[src/rtl/pwmt_pkg.sv]
package pwmt_pkg;

  localparam int unsigned EN_BIT   = 0;
  localparam int unsigned SYNC_BIT = 11;
  localparam int unsigned MODE_BIT = 15;
  localparam int unsigned DIVF_LSB = 16;
  localparam int unsigned DIVF_W   = 4;
  localparam int unsigned PER_LSB  = 16;
  localparam int unsigned ACT_LSB  = 0;

  // Rebuild the prescaler exponent from its split encoding, saturating.
  function automatic int unsigned exp_decode(input logic mode,
                                             input logic [DIVF_W-1:0] divf,
                                             input int unsigned exp_max);
    int unsigned raw;
    raw = 32'({divf, mode});
    return (raw > exp_max) ? exp_max : raw;
  endfunction

  // Low-order mask of 2^n - 1 for an n-bit tick window.
  function automatic logic [31:0] tick_mask(input int unsigned n);
    logic [32:0] one_hot;
    one_hot = 33'(1) << n;
    return 32'(one_hot - 33'(1));
  endfunction

endpackage

[src/rtl/pwmt_regs.sv]
module pwmt_regs
  import pwmt_pkg::*;
#(
  parameter int unsigned CNT_W   = 10,
  parameter int unsigned EXP_MAX = 24,
  parameter int unsigned ADDR_W  = 3,
  localparam int unsigned EXP_W  = $clog2(EXP_MAX + 1),
  localparam int unsigned IDX_W  = ADDR_W - 2
) (
  input  logic              clk,
  input  logic              rst_n,
  input  logic [ADDR_W-1:0] bus_addr,
  input  logic              bus_we,
  input  logic [31:0]       bus_wdata,
  input  logic              bus_re,
  output logic [31:0]       bus_rdata,
  input  logic              run,
  input  logic              period_end,
  output logic              en_q,
  output logic              sync_q,
  output logic              xfer,
  output logic [CNT_W-1:0]  act_cyc,
  output logic [CNT_W-1:0]  act_ph,
  output logic [EXP_W-1:0]  act_exp
);

  logic [IDX_W-1:0]  widx;
  logic              sel_ctrl, sel_cnt;
  logic              nxt_sync, stage_req, pending;
  logic              sh_mode;
  logic [DIVF_W-1:0] sh_divf;
  logic [CNT_W-1:0]  sh_cyc, sh_ph;
  logic              unused_wbits;

  assign widx     = bus_addr[ADDR_W-1:2];
  assign sel_ctrl = (widx == IDX_W'(0));
  assign sel_cnt  = (widx == IDX_W'(1));
  assign unused_wbits = ^{bus_wdata, bus_addr[1:0]};

  // A write that leaves the staging bit clear arms a commit.
  assign nxt_sync  = (bus_we && sel_ctrl) ? bus_wdata[SYNC_BIT] : sync_q;
  assign stage_req = bus_we && (sel_ctrl || sel_cnt) && !nxt_sync;
  assign xfer      = pending && !sync_q && (!run || period_end);

  always_ff @(posedge clk) begin
    if (!rst_n) begin
      en_q    <= 1'b0;
      sync_q  <= 1'b0;
      sh_mode <= 1'b0;
      sh_divf <= '0;
      sh_cyc  <= '0;
      sh_ph   <= '0;
      act_cyc <= '0;
      act_ph  <= '0;
      act_exp <= '0;
      pending <= 1'b0;
    end else begin
      if (bus_we && sel_ctrl) begin
        en_q    <= bus_wdata[EN_BIT];
        sync_q  <= bus_wdata[SYNC_BIT];
        sh_mode <= bus_wdata[MODE_BIT];
        sh_divf <= bus_wdata[DIVF_LSB +: DIVF_W];
      end
      if (bus_we && sel_cnt) begin
        sh_cyc <= bus_wdata[PER_LSB +: CNT_W];
        sh_ph  <= bus_wdata[ACT_LSB +: CNT_W];
      end
      if (xfer) begin
        act_cyc <= sh_cyc;
        act_ph  <= sh_ph;
        act_exp <= EXP_W'(exp_decode(sh_mode, sh_divf, EXP_MAX));
      end
      if (stage_req)
        pending <= 1'b1;
      else if (xfer)
        pending <= 1'b0;
    end
  end

  always_comb begin
    bus_rdata = '0;
    if (bus_re && sel_ctrl) begin
      bus_rdata[EN_BIT]                 = en_q;
      bus_rdata[SYNC_BIT]               = sync_q;
      bus_rdata[MODE_BIT]               = sh_mode;
      bus_rdata[DIVF_LSB +: DIVF_W]     = sh_divf;
    end else if (bus_re && sel_cnt) begin
      bus_rdata[PER_LSB +: CNT_W]       = sh_cyc;
      bus_rdata[ACT_LSB +: CNT_W]       = sh_ph;
    end
  end

endmodule

[src/rtl/pwmt_prescale.sv]
module pwmt_prescale
  import pwmt_pkg::*;
#(
  parameter int unsigned EXP_MAX = 24,
  localparam int unsigned EXP_W  = $clog2(EXP_MAX + 1),
  localparam int unsigned PRE_W  = (EXP_MAX < 1) ? 1 : EXP_MAX
) (
  input  logic             clk,
  input  logic             rst_n,
  input  logic             run,
  input  logic             restart,
  input  logic [EXP_W-1:0] exp_n,
  output logic             tick
);

  logic [PRE_W-1:0] cnt;
  logic [PRE_W-1:0] mask;
  logic [31:0]      mask_full;
  logic             unused_mask;

  assign mask_full   = tick_mask(32'(exp_n));
  assign mask        = mask_full[PRE_W-1:0];
  assign unused_mask = ^mask_full;
  assign tick        = run && ((cnt & mask) == mask);

  always_ff @(posedge clk) begin
    if (!rst_n || !run || restart)
      cnt <= '0;
    else
      cnt <= cnt + PRE_W'(1);
  end

endmodule

[src/rtl/pwmt_period.sv]
module pwmt_period #(
  parameter int unsigned CNT_W = 10
) (
  input  logic             clk,
  input  logic             rst_n,
  input  logic             run,
  input  logic             restart,
  input  logic             tick,
  input  logic [CNT_W-1:0] cyc,
  input  logic [CNT_W-1:0] ph,
  output logic [CNT_W-1:0] pos,
  output logic             period_end,
  output logic             pwm
);

  logic last;

  assign last       = (pos >= cyc - CNT_W'(1));
  assign period_end = run && tick && last;
  assign pwm        = run && (pos < ph);

  always_ff @(posedge clk) begin
    if (!rst_n || !run || restart)
      pos <= '0;
    else if (tick)
      pos <= last ? '0 : pos + CNT_W'(1);
  end

endmodule

[src/rtl/pwmt_channel.sv]
module pwmt_channel
  import pwmt_pkg::*;
#(
  parameter int unsigned CNT_W   = 10,
  parameter int unsigned EXP_MAX = 24,
  parameter int unsigned ADDR_W  = 3,
  localparam int unsigned EXP_W  = $clog2(EXP_MAX + 1)
) (
  input  logic              clk,
  input  logic              rst_n,
  input  logic [ADDR_W-1:0] bus_addr,
  input  logic              bus_we,
  input  logic [31:0]       bus_wdata,
  input  logic              bus_re,
  output logic [31:0]       bus_rdata,
  output logic              pwm_o
);

  logic             en_q, sync_q, xfer, run, tick, period_end;
  logic [CNT_W-1:0] act_cyc, act_ph, pos;
  logic [EXP_W-1:0] act_exp;

  assign run = en_q && (act_cyc != '0) && (act_ph != '0);

  pwmt_regs #(.CNT_W(CNT_W), .EXP_MAX(EXP_MAX), .ADDR_W(ADDR_W)) u_regs (
    .clk(clk), .rst_n(rst_n), .bus_addr(bus_addr), .bus_we(bus_we),
    .bus_wdata(bus_wdata), .bus_re(bus_re), .bus_rdata(bus_rdata),
    .run(run), .period_end(period_end), .en_q(en_q), .sync_q(sync_q),
    .xfer(xfer), .act_cyc(act_cyc), .act_ph(act_ph), .act_exp(act_exp)
  );

  pwmt_prescale #(.EXP_MAX(EXP_MAX)) u_pre (
    .clk(clk), .rst_n(rst_n), .run(run), .restart(xfer),
    .exp_n(act_exp), .tick(tick)
  );

  pwmt_period #(.CNT_W(CNT_W)) u_per (
    .clk(clk), .rst_n(rst_n), .run(run), .restart(xfer), .tick(tick),
    .cyc(act_cyc), .ph(act_ph), .pos(pos), .period_end(period_end),
    .pwm(pwm_o)
  );

endmodule

[config.mk]
export PLATFORM = sky130hd
export DESIGN_NAME = pwmt_channel
export DESIGN_NICKNAME = d
export VERILOG_FILES = /design/src/rtl/pwmt_pkg.sv /design/src/rtl/pwmt_regs.sv /design/src/rtl/pwmt_prescale.sv /design/src/rtl/pwmt_period.sv /design/src/rtl/pwmt_channel.sv
export SDC_FILE = /design/constraint.sdc
export NUM_CORES = 1
export LEC_CHECK = 0
export ABC_CLOCK_PERIOD_IN_PS = 4200
export BUFFER_PORTS_ARGS = -buffer_cell sky130_fd_sc_hd__buf_4
export CAP_MARGIN = 20
export CORE_ASPECT_RATIO = 1.1
export CORE_MARGIN = 1
export CORE_UTILIZATION = 59
export CTS_CLUSTER_DIAMETER = 120
export DETAILED_ROUTE_END_ITERATION = 8
export PLACE_DENSITY = 0.87
export SETUP_SLACK_MARGIN = 0.4
export SYNTH_ARGS = -nofsm -noshare
export SYNTH_HDL_FRONTEND = slang
export SYNTH_SLANG_ARGS = --single-unit
export TNS_END_PERCENT = 20
[constraint.sdc]
create_clock -name clk -period 4.2 [get_ports clk]
set_clock_uncertainty 0.2 [all_clocks]
set_input_delay 0.84 -clock clk [delete_from_list [all_inputs] [get_ports clk]]
set_output_delay 0.84 -clock clk [all_outputs]
set_load 0.03 [all_outputs]
==> impl_results.md, run 1 <==
- Outcome: finished, final reports clean
- Slowest CP cell: or4_1
- First-pass GRT wire length: 22.51 mm
- Grt met2 use: 0.4576
- Fmax: 285.1 MHz
- ANT cells: 0
- Nets: 806
- Yosys warns: 0
- Synth cell count leaders: 87 x dfxtp_1, 82 x nand2_1, 79 x nor2_1
- MaxCap Viol Count: 0
- Largest net degree at the start of global routing: 54
- WP data required: 4.25 ns
- Cell variety after synth: 60
- Post-route ant nets: 0
- Most crowded layer after global routing: met2
- VDD IR-drop max: 0.2138 mV
- Met3 Resource Use GR: 0.03965
- Height of the die: 103.6 um
- Design Area, Final: 6068 um^2
- Final Slew Violations: 0
- Dominant cells by area after synthesis: dfxtp_1 31%, a21oi_1 5.6%, nand2_1 5.6%
- Vias per inst: 6.159
- Routability-driven placement congestion ratio: 0.8963
- Worst-Skew Late Latency: 0.38 ns
- Final-layout fill cell count: 726
- Startpoint Class: flip-flop
- # DRC: 0
- Initial antenna violation count: 0
- Syn Std Cell Area: 5533 um^2
- RSZ-0062 raised after global routing: no
- Final core occ: 0.6770
- Routed wire length: 13.35 mm
- Pre-Repair DR Iteration Count: 5
- Clock sinks: 87
- Crit path DAT: 3.56 ns
- Mapped Cells: 727
- FFs w/ async S/R, synth: 0
- Core area: 8964 um^2
- Top cell type's share of synthesized area: 0.3148
- Layout cells sized above 1: 0.1188
- Most common cell in the netlist: dfxtp_1
- Row Count: 36
- Final Critical Period: 3.508 ns
- Die area: 9769 um^2
- Reg2reg start: u_regs.act_cyc[2]
- Met1 global-route usage: 0.3674
- Slew headroom: 0.3646
- P_leak: 2.461 nW
- Vias in the first global route: 4850
- Slew @ Worst Pin: 0.9488 ns
- P per Cell Area: 266.6 nW/um^2
- Clk buf depth: 2
- Placed cells: 845
- GRT overflow: 0
- Tcrit/Tclk final: 0.8353
- Clock transition at path regs: 0.10 ns
- Yosys reg bits: 87
- Mapped Avg Cell Area: 7.610 um^2
- # H-tree levels: 3
- Synth Flop Type: dfxtp_1
- Largest fanout on the critical path: 22
- Area Overhead vs Synth: 9.679%
- Crit-path max cell delay: 0.40 ns
- Total global-route track usage: 0.2826
- Final Non-Filler Cells: 863
- Area after DPL: 5831 um^2
- Final setup violation count: 0
- Worst-path cell chain: nor3_2, and3_1, nand2b_1, nor2_1, xnor2_1, ha_1, or4_1, a21oi_1, o21a_1, o21ai_1, nand2b_1, nor2_1, buf_4, o311ai_0
- # port buffers: 49
- TritonCTS clock tree: built
- Top Ports: 72
- Via count: 5315
- Worst Hold Launch: u_regs.sh_ph[1]
- Number of synthesized flops with an enable pin: 0
- Die W: 94.33 um
- Initial DRC count: 268
- Cts bufs inserted: 9
- Routed wire per std cell: 15.46 um
- Setup TNS: 0 ns
- Initial Util: 0.6173
- Critical Setup Path Class: flip-flop to flip-flop
- Sequential fraction of the synthesis area: 0.3148
- Hold Vio Cnt, Final: 0
- Final Power: 0.001618 W
- Hpwl dp: 9.541 mm
- Synth area leader: dfxtp_1
- Worst Setup SP: u_regs.act_cyc[2]
- Setup crit end kind: flip-flop
- Clk root buf: clkbuf_8
- Hold WC Path Type: flip-flop to flip-flop
worst max-delay path: cells and delay by family (launching register included):
kind	cells	cell delay, ns
AND/OR/NAND/NOR	7	1.42
XOR/XNOR	1	0.09
adder cells (fa/ha/maj)	1	0.22
AO/OA/AOI/OAI	4	0.84
buffers and inverters	1	0.21
flip-flops	1	0.39
state kept, by name, indices dropped and copies added, names as in the netlist:
| name | count |
|---|---|
| u_regs.sync_q | 1 |
| u_regs.sh_cyc | 10 |
| u_regs.act_ph | 10 |
| u_regs.pending | 1 |
| u_regs.act_cyc | 10 |
| u_regs.sh_ph | 10 |
| u_pre.cnt | 24 |
| u_regs.act_exp | 5 |
| u_regs.sh_mode | 1 |
| u_regs.en_q | 1 |
| u_regs.sh_divf | 4 |
| u_per.pos | 10 |
layer usage:
metal | part of all wire | vias to the layer above
met5 | 0 | -
met2 | 0.49 | 181
met4 | 0.029 | 0
li1 | - | 2604
met1 | 0.43 | 2498
met3 | 0.051 | 32
area by class of cell:
type,instances,area (um^2),share of cell area
Clock inverter,5,56.30,0.009278
Inverter,23,86.33,0.01423
Timing Repair Buffer,62,465.4,0.07670
Sequential cell,87,1742,0.2870
Clock buffer,11,141.4,0.02330
Multi-Input combinational cell,561,3435,0.5660
Tap cell,114,142.6,0.02351
placed cells by master, fill, tap and decap left out, types with 4 or more instances in the layout:
cell,instances
dfxtp_1,87
nand2_1,82
nor2_1,79
a21oi_1,62
buf_4,62
and3_1,48
nand3_1,43
o311ai_0,22
inv_1,22
ha_1,22
xor2_1,18
o21ai_0,17
mux2i_1,15
xnor2_1,13
nor3_1,10
nor2b_1,10
conb_1,10
clkbuf_8,10
nand4_1,9
nand2b_1,8
nor4_1,7
or4_1,6
o211ai_1,5
and4_1,5
a211o_1,5
or3_1,4
and2_1,4
o21a_1,4
o31ai_1,4
a21o_1,4
final timing paths:
check / to / slack (ns) / depth (start not counted)
worst max register to register: u_regs.act_cyc[8] / 0.69 / 14
worst max-delay path: u_regs.act_cyc[8] / 0.69 / 14
worst min-delay path: u_regs.sh_ph[1] / 0.27 / 2
worst min register to register: u_regs.sh_ph[1] / 0.27 / 2
report_power, final:
group | total (W) | switching [W] | internal (W)
logic | 0.000157 | 0.0000982 | 0.0000589
clock network | 0.000609 | 0.000317 | 0.000292
registers | 0.000852 | 0.0000130 | 0.000839
total | 0.00162 | 0.000428 | 0.00119
repair_timing:
item                                    CTS  global route
gates resized for setup                   0             6
setup buffers                             2             0
endpoints found under the setup margin    2            57
pin swaps                                 0             0
hold buffers                              0             0
per-stage QoR:
stage,hold WS [ns],worst slack (ns)
after floorplan,0.2404,0.8419
after global placement,0.2562,0.6219
after detailed placement,0.2510,0.4324
after CTS,0.2756,0.4429
after global routing,0.2974,0.4589
final,0.2745,0.6919
cells by family (layout without fill, tap and decap cells):
logic type                 after synthesis  in the layout  synth area share
buffers and inverters                   88            101           0.07553
xor gates and xnor gates                31             31           0.04907
muxes                                   15             15           0.02714
adders and majority gates               23             23           0.05201
and+or+nand+nor                        332            332            0.3008
other                                    1             10         0.0006778
AOI/OAI and AO/OA                      150            150            0.1800
DFF                                     87             87            0.3148
Power figures use the tool's default switching activity.
==> run 2: changes to the inputs <==
ABC_AREA = 1   (was default)
ABC_CLOCK_PERIOD_IN_PS = 3400   (was 4200)
CORE_UTILIZATION = 58   (was 59)
PLACE_DENSITY = 0.86   (was 0.87)
clock period = 3.4 ns   (was 4.2 ns; I/O delays follow)
==> run 2 against run 1 <==
Utilization rose by 4.5 points. Global-route usage is 0.19 points higher. Largest power group unchanged. First-iteration DRC count increased by 69%. Power increased by 77%. Maximum frequency up 10%. Via count rose by 1.0%. Combinational power rose to 5.8 times the previous value. Clock-buffer cell count shrank 2. Cell count rose by 14%. Non-clock buffer count rose by 20. Synthesized area decreased by 1.9%.
==> impl_results.md, run 2 <==
- TritonCTS clock tree: built
- Number of synthesized flops with an enable pin: 0
- Synth Flop Type: dfxtp_1
- Dominant cells by area after synthesis: dfxtp_1 32%, nand2_1 8.7%, nor2_1 7.5%
- Tcrit/Tclk final: 0.9355
- Via count: 5370
- Initial Util: 0.6057
- RSZ-0062 raised after global routing: yes
- Row Count: 36
- Largest net degree at the start of global routing: 57
- First-pass GRT wire length: 21.72 mm
- Syn Std Cell Area: 5429 um^2
- Startpoint Class: flip-flop
- Hpwl dp: 9.242 mm
- Synth area leader: dfxtp_1
- Critical Setup Path Class: flip-flop to flip-flop
- Hold Crit Depth: 2
- Worst Hold Launch: u_regs.pending
- Mapped Avg Cell Area: 6.744 um^2
- Worst r2r path cells: 18
- WHS Endpoint: u_regs.pending
- Final Slew Violations: 0
- Layout cells sized above 1: 0.2113
- Yosys warns: 0
- Hold WC Path Type: flip-flop to flip-flop
- Final-layout fill cell count: 688
- Setup TNS: 0 ns
- Commonest non-fill, non-tap cell in the layout: nand2_1
- Hold Vio Cnt, Final: 0
- Die W: 94.25 um
- Routed wire length: 13.52 mm
- Max reg flops: 24
- # port buffers: 49
- # H-tree levels: 3
- Worst Setup SP: u_regs.act_cyc[1]
- Initial antenna violation count: 0
- Core area: 8964 um^2
- Clk buf depth: 2
- Fmax: 314.4 MHz
- Most frequent cells in the layout: 124 x nand2_1, 104 x nor2_1, 102 x inv_1
- Top cell type's share of synthesized area: 0.3208
- ANT cells: 0
- MaxCap Viol Count: 0
- Outcome: finished, final reports clean
- Area Overhead vs Synth: 19.15%
- Vias per inst: 5.452
- Synth cell count leaders: 126 x nand2_1, 108 x nor2_1, 103 x inv_1
- Total global-route track usage: 0.2845
- Final core occ: 0.7217
- Die area: 9752 um^2
- # DRC: 0
- Clk root buf: clkbuf_8
- Top Ports: 72
- P_leak: 2.747 nW
- Setup crit end kind: flip-flop
- Routed wire per std cell: 13.73 um
- WP data required: 3.47 ns
- CTS Hold Bufs: 0
- GRT overflow: 0
- P per Cell Area: 442.3 nW/um^2
- Clock sinks: 87
- Routability-driven placement congestion ratio: 0.9145
- Height of the die: 103.5 um
- Slew @ Worst Pin: 1.006 ns
- Nets: 928
- VDD IR-drop max: 0.3255 mV
- Biggest register: u_pre.cnt
- Most common cell in the netlist: nand2_1
- Reg-to-Reg End: u_pre.cnt[18]
- Worst-Skew Late Latency: 0.38 ns
- Yosys reg bits: 87
- Final Power: 0.002861 W
- Final Critical Period: 3.181 ns
- WHS: 0.2745 ns
- Vias in the first global route: 4844
- Largest fanout on the critical path: 4
- Cts bufs inserted: 9
- Initial DRC count: 454
- Clock transition at path regs: 0.09 ns
- Crit path DAT: 3.25 ns
- Sequential fraction of the synthesis area: 0.3208
- Final setup violation count: 0
- Cell variety after synth: 38
- Slew headroom: 0.3275
- Mapped Cells: 805
- FFs w/ async S/R, synth: 0
- Pre-Repair DR Iteration Count: 5
- Reg2reg start: u_regs.act_cyc[1]
- Post-route ant nets: 0
- R2R Setup Slk: 0.22 ns
run 2: changes by cell type after synthesis, moves of 13 or more:
cell | before | now
xor2_1 | 18 | 31
clkbuf_1 | 36 | 18
inv_1 | 22 | 103
nor2_1 | 79 | 108
nor2_2 | 0 | 38
and3_1 | 48 | 0
o311ai_0 | 22 | 0
mux2i_1 | 15 | 0
nand2_1 | 82 | 126
nand3_1 | 43 | 67
o21ai_0 | 19 | 41
run 2: timing repair:
action | 4_1_cts | 5_1_grt
cloned | 2 | 1
endpoints found under the hold margin | 0 | 0
gates resized for setup | 24 | 28
buffers inserted | 11 | 7
setup endpoints to repair | 57 | 61
pin swaps | 8 | 8
run 2: stage by stage:
| step | worst slack [ns] | std cells | instance area, um^2 |
|---|---|---|---|
| floorplan | 0.4240 | 814 | 5463 |
| global placement | 0.1988 | 948 | 5826 |
| detailed placement | 0.08872 | 948 | 5826 |
| CTS | 0.2739 | 977 | 6275 |
| global route | 0.08317 | 985 | 6469 |
| finish | 0.2192 | 985 | 6469 |
run 2: report_power, final:
group	total, W	internal [W]	leakage, nW	switching, W
clock network	0.000828	0.000421	0.107	0.000406
logic	0.000904	0.000351	1.93	0.000553
registers	0.00113	0.00108	0.713	0.0000512
run 2: cell families (layout without fill, tap and decap cells):
group	Yosys count	count (layout)	synth area share
other	1	10	0.0006907
flip-flops	87	87	0.3208
AND/OR/NAND/NOR	390	390	0.3326
AO/OA/AOI/OAI	114	114	0.1102
adder cells (fa/ha/maj)	23	23	0.05301
buffers and inverters	155	212	0.1263
XOR/XNOR	35	35	0.05646
run 2: final cells by class:
cell class | instances | area [um^2] | share of cell area
clock buffers | 9 | 123.9 | 0.01915
clock inverters | 7 | 101.3 | 0.01567
repair buffers | 82 | 720.7 | 0.1114
well taps | 114 | 142.6 | 0.02205
multi-input cells | 572 | 3199 | 0.4946
flip-flops and latches | 87 | 1750 | 0.2706
inverters | 114 | 430.4 | 0.06654
run 2: routing by layer:
metal,GRT usage,up-vias,wire [um]
met2,0.4866,226,6548
li1,-,2667,-
met1,0.3506,2436,5738
met4,0.1503,0,435
met5,0,-,0
met3,0.03582,41,797
run 2: worst max-delay path by stage:
| stage | cells past startpoint | slack (ns) | to |
|---|---|---|---|
| floorplan | 17 | 0.42 | u_pre.cnt[5] |
| global placement | 17 | 0.20 | u_pre.cnt[0] |
| detailed placement | 17 | 0.09 | u_per.pos[9] |
| CTS | 12 | 0.27 | pwm_o |
| global route | 17 | 0.08 | u_pre.cnt[10] |
| finish | 18 | 0.22 | u_pre.cnt[18] |
run 2: critical path, stage by stage (launching register included):
cell	delay, ns
dfxtp_2	0.34
nor2_1	0.14
nand2_1	0.10
nor3_2	0.17
nor3b_4	0.25
nand3_1	0.11
xor2_1	0.16
ha_1	0.35
nand2_2	0.08
nor2_1	0.16
o211ai_1	0.11
nand4_1	0.17
nand3_2	0.13
nand2_4	0.11
nand2_4	0.07
nand3_4	0.10
buf_6	0.14
clkbuf_16	0.15
nor2_4	0.03
==> run 3: changes to the inputs <==
CORE_UTILIZATION = 39   (was 58)
PLACE_DENSITY = 0.64   (was 0.86)
==> run 3 against run 2 <==
Clock power increased by 20%. Register-to-register slack better by 0.05 ns. Worst hold slack about the same. Clock-buffer cell count is the same. Die area rose by 48%. Flip-flop and latch count stayed put. Combinational power grew 1%. Critical path depth down 1. Sequential power hardly changed. Power grew 5.9%.
==> impl_results.md, run 3 (same netlist as run 2, synthesis figures left out) <==
- Outcome: finished, final reports clean
- Most numerous cell on the critical path: nand2_4
- Final Critical Period: 3.131 ns
- P_leak: 2.840 nW
- Initial antenna violation count: 0
- # DRC: 0
- Startpoint Class: flip-flop
- CTS Hold Bufs: 0
- Final-layout fill cell count: 1350
- Die area: 14400 um^2
- Crit path DAT: 3.22 ns
- Commonest non-fill, non-tap cell in the layout: nand2_1
- Worst Setup SP: u_regs.act_cyc[0]
- Fmax: 319.4 MHz
- # port buffers: 49
- Clock sinks: 87
- Max reg flops: 24
- Total global-route track usage: 0.1785
- Worst Hold Launch: u_regs.pending
- Area Overhead vs Synth: 23.46%
- CP top delay family: simple AND/OR/NAND/NOR gates
- Bufs and invs on worst path: 4
- Routability-driven placement congestion ratio: 0.8669
- RSZ-0062 raised after global routing: yes
- Hold WC Path Type: flip-flop to flip-flop
- First-pass GRT wire length: 20.68 mm
- Row Count: 44
- Hold Vio Cnt, Final: 0
- Routed wire length: 12.76 mm
- Final Slew Violations: 0
- Nets: 931
- Via count: 4990
- Post-route ant nets: 0
- Vias per inst: 4.716
- MaxCap Viol Count: 0
- TritonCTS clock tree: built
- Final setup violation count: 0
- Clk buf depth: 2
- Reg2reg start: u_regs.act_cyc[0]
- Die W: 114.5 um
- Layout cells sized above 1: 0.2151
- Initial Util: 0.4058
- Critical Setup Path Class: flip-flop to flip-flop
- Setup crit end kind: flip-flop
- Crit-path max cell delay: 0.34 ns
- Pre-Repair DR Iteration Count: 4
- Setup TNS: 0 ns
- Top Ports: 72
- Clock transition at path regs: 0.07 ns
- Largest net degree at the start of global routing: 57
- Routed wire per std cell: 12.06 um
- Worst-path cell chain: inv_1, nand2_2, nor3_4, nor3b_4, nand3_1, xor2_1, ha_1, buf_6, a211oi_2, nand4_1, nand3_2, nand2_4, nand2_4, nand3_4, buf_12, clkbuf_16, nor2_2
- Slew @ Worst Pin: 0.6570 ns
- Largest fanout on the critical path: 6
- P per Cell Area: 452.1 nW/um^2
- Biggest register: u_pre.cnt
- Worst-Skew Late Latency: 0.35 ns
- # H-tree levels: 3
- Height of the die: 125.7 um
- Hpwl dp: 8.782 mm
- WP data required: 3.49 ns
- Initial DRC count: 204
- ANT cells: 0
- VDD IR-drop max: 0.2091 mV
- Tcrit/Tclk final: 0.9209
- Slew headroom: 0.5609
- Most frequent cells in the layout: 124 x nand2_1, 103 x nor2_1, 103 x inv_1
- Slowest CP cell: ha_1
- Vias in the first global route: 4405
- Core area: 13380 um^2
- Cts bufs inserted: 9
- Final Power: 0.003030 W
- Clk root buf: clkbuf_16
- GRT overflow: 0
[run 3: changes by cell type in the layout (fill, tap and decap cells not counted), moves of 3 or more]
cell       before  now
clkbuf_16       1   13
nor2_2         26   39
buf_12          1    4
nor2_4         20    8
clkbuf_8        9    0
nand3_2         4    7
nand3_1        66   63
[run 3: routing by layer]
layer	vias to the layer above	global-route usage	share of wire
li1	2679	-	-
met1	2196	0.2413	0.48
met2	95	0.2834	0.46
met3	20	0.02839	0.035
met4	0	0.07028	0.021
met5	-	0	0
[run 3: area by class of cell]
type / instances / area (um^2) / share of cell area
inverters: 114 / 427.9 / 0.06384
flip-flops and latches: 87 / 1752 / 0.2613
well taps: 184 / 230.2 / 0.03435
clock inverters: 7 / 73.82 / 0.01101
repair buffers: 85 / 837.1 / 0.1249
multi-input cells: 572 / 3157 / 0.4710
clock buffers: 9 / 225.2 / 0.03360
[run 3: stage by stage]
step | setup WS [ns] | instances | hold slack (ns) | util | area, um^2
floorplan | 0.4240 | 814 | 0.2391 | - | 5463
global placement | 0.1260 | 1016 | 0.2565 | 0.4418 | 5911
detailed placement | 0.06921 | 1016 | 0.2660 | 0.4418 | 5911
CTS | 0.2577 | 1044 | 0.2741 | 0.4796 | 6416
global route | 0.07011 | 1058 | 0.2987 | 0.5010 | 6703
finish | 0.2689 | 1058 | 0.2744 | 0.5010 | 6703
[run 3: repair_timing]
action,in CTS,in global routing
cloned,2,4
setup buffers,10,9
setup endpoints to repair,60,61
resized for setup,14,25
pin swaps,2,15
[run 3: power by group]
part | leakage [nW] | internal [W] | switching [W]
Clock | 0.147 | 0.000520 | 0.000471
Sequential | 0.713 | 0.00108 | 0.0000460
Combinational | 1.98 | 0.000382 | 0.000533
[run 3: worst paths after layout]
check | end | slack, ns | cells past startpoint
min reg2reg | u_regs.pending | 0.27 | 2
min | u_regs.pending | 0.27 | 2
max | u_pre.cnt[15] | 0.27 | 17
max reg2reg | u_pre.cnt[15] | 0.27 | 17
[run 3: tightest hold or removal path, delay by kind of cell, from the launching register on]
family / cells / cell delay [ns]
DFF: 1 / 0.31
and+or+nand+nor: 2 / 0.12
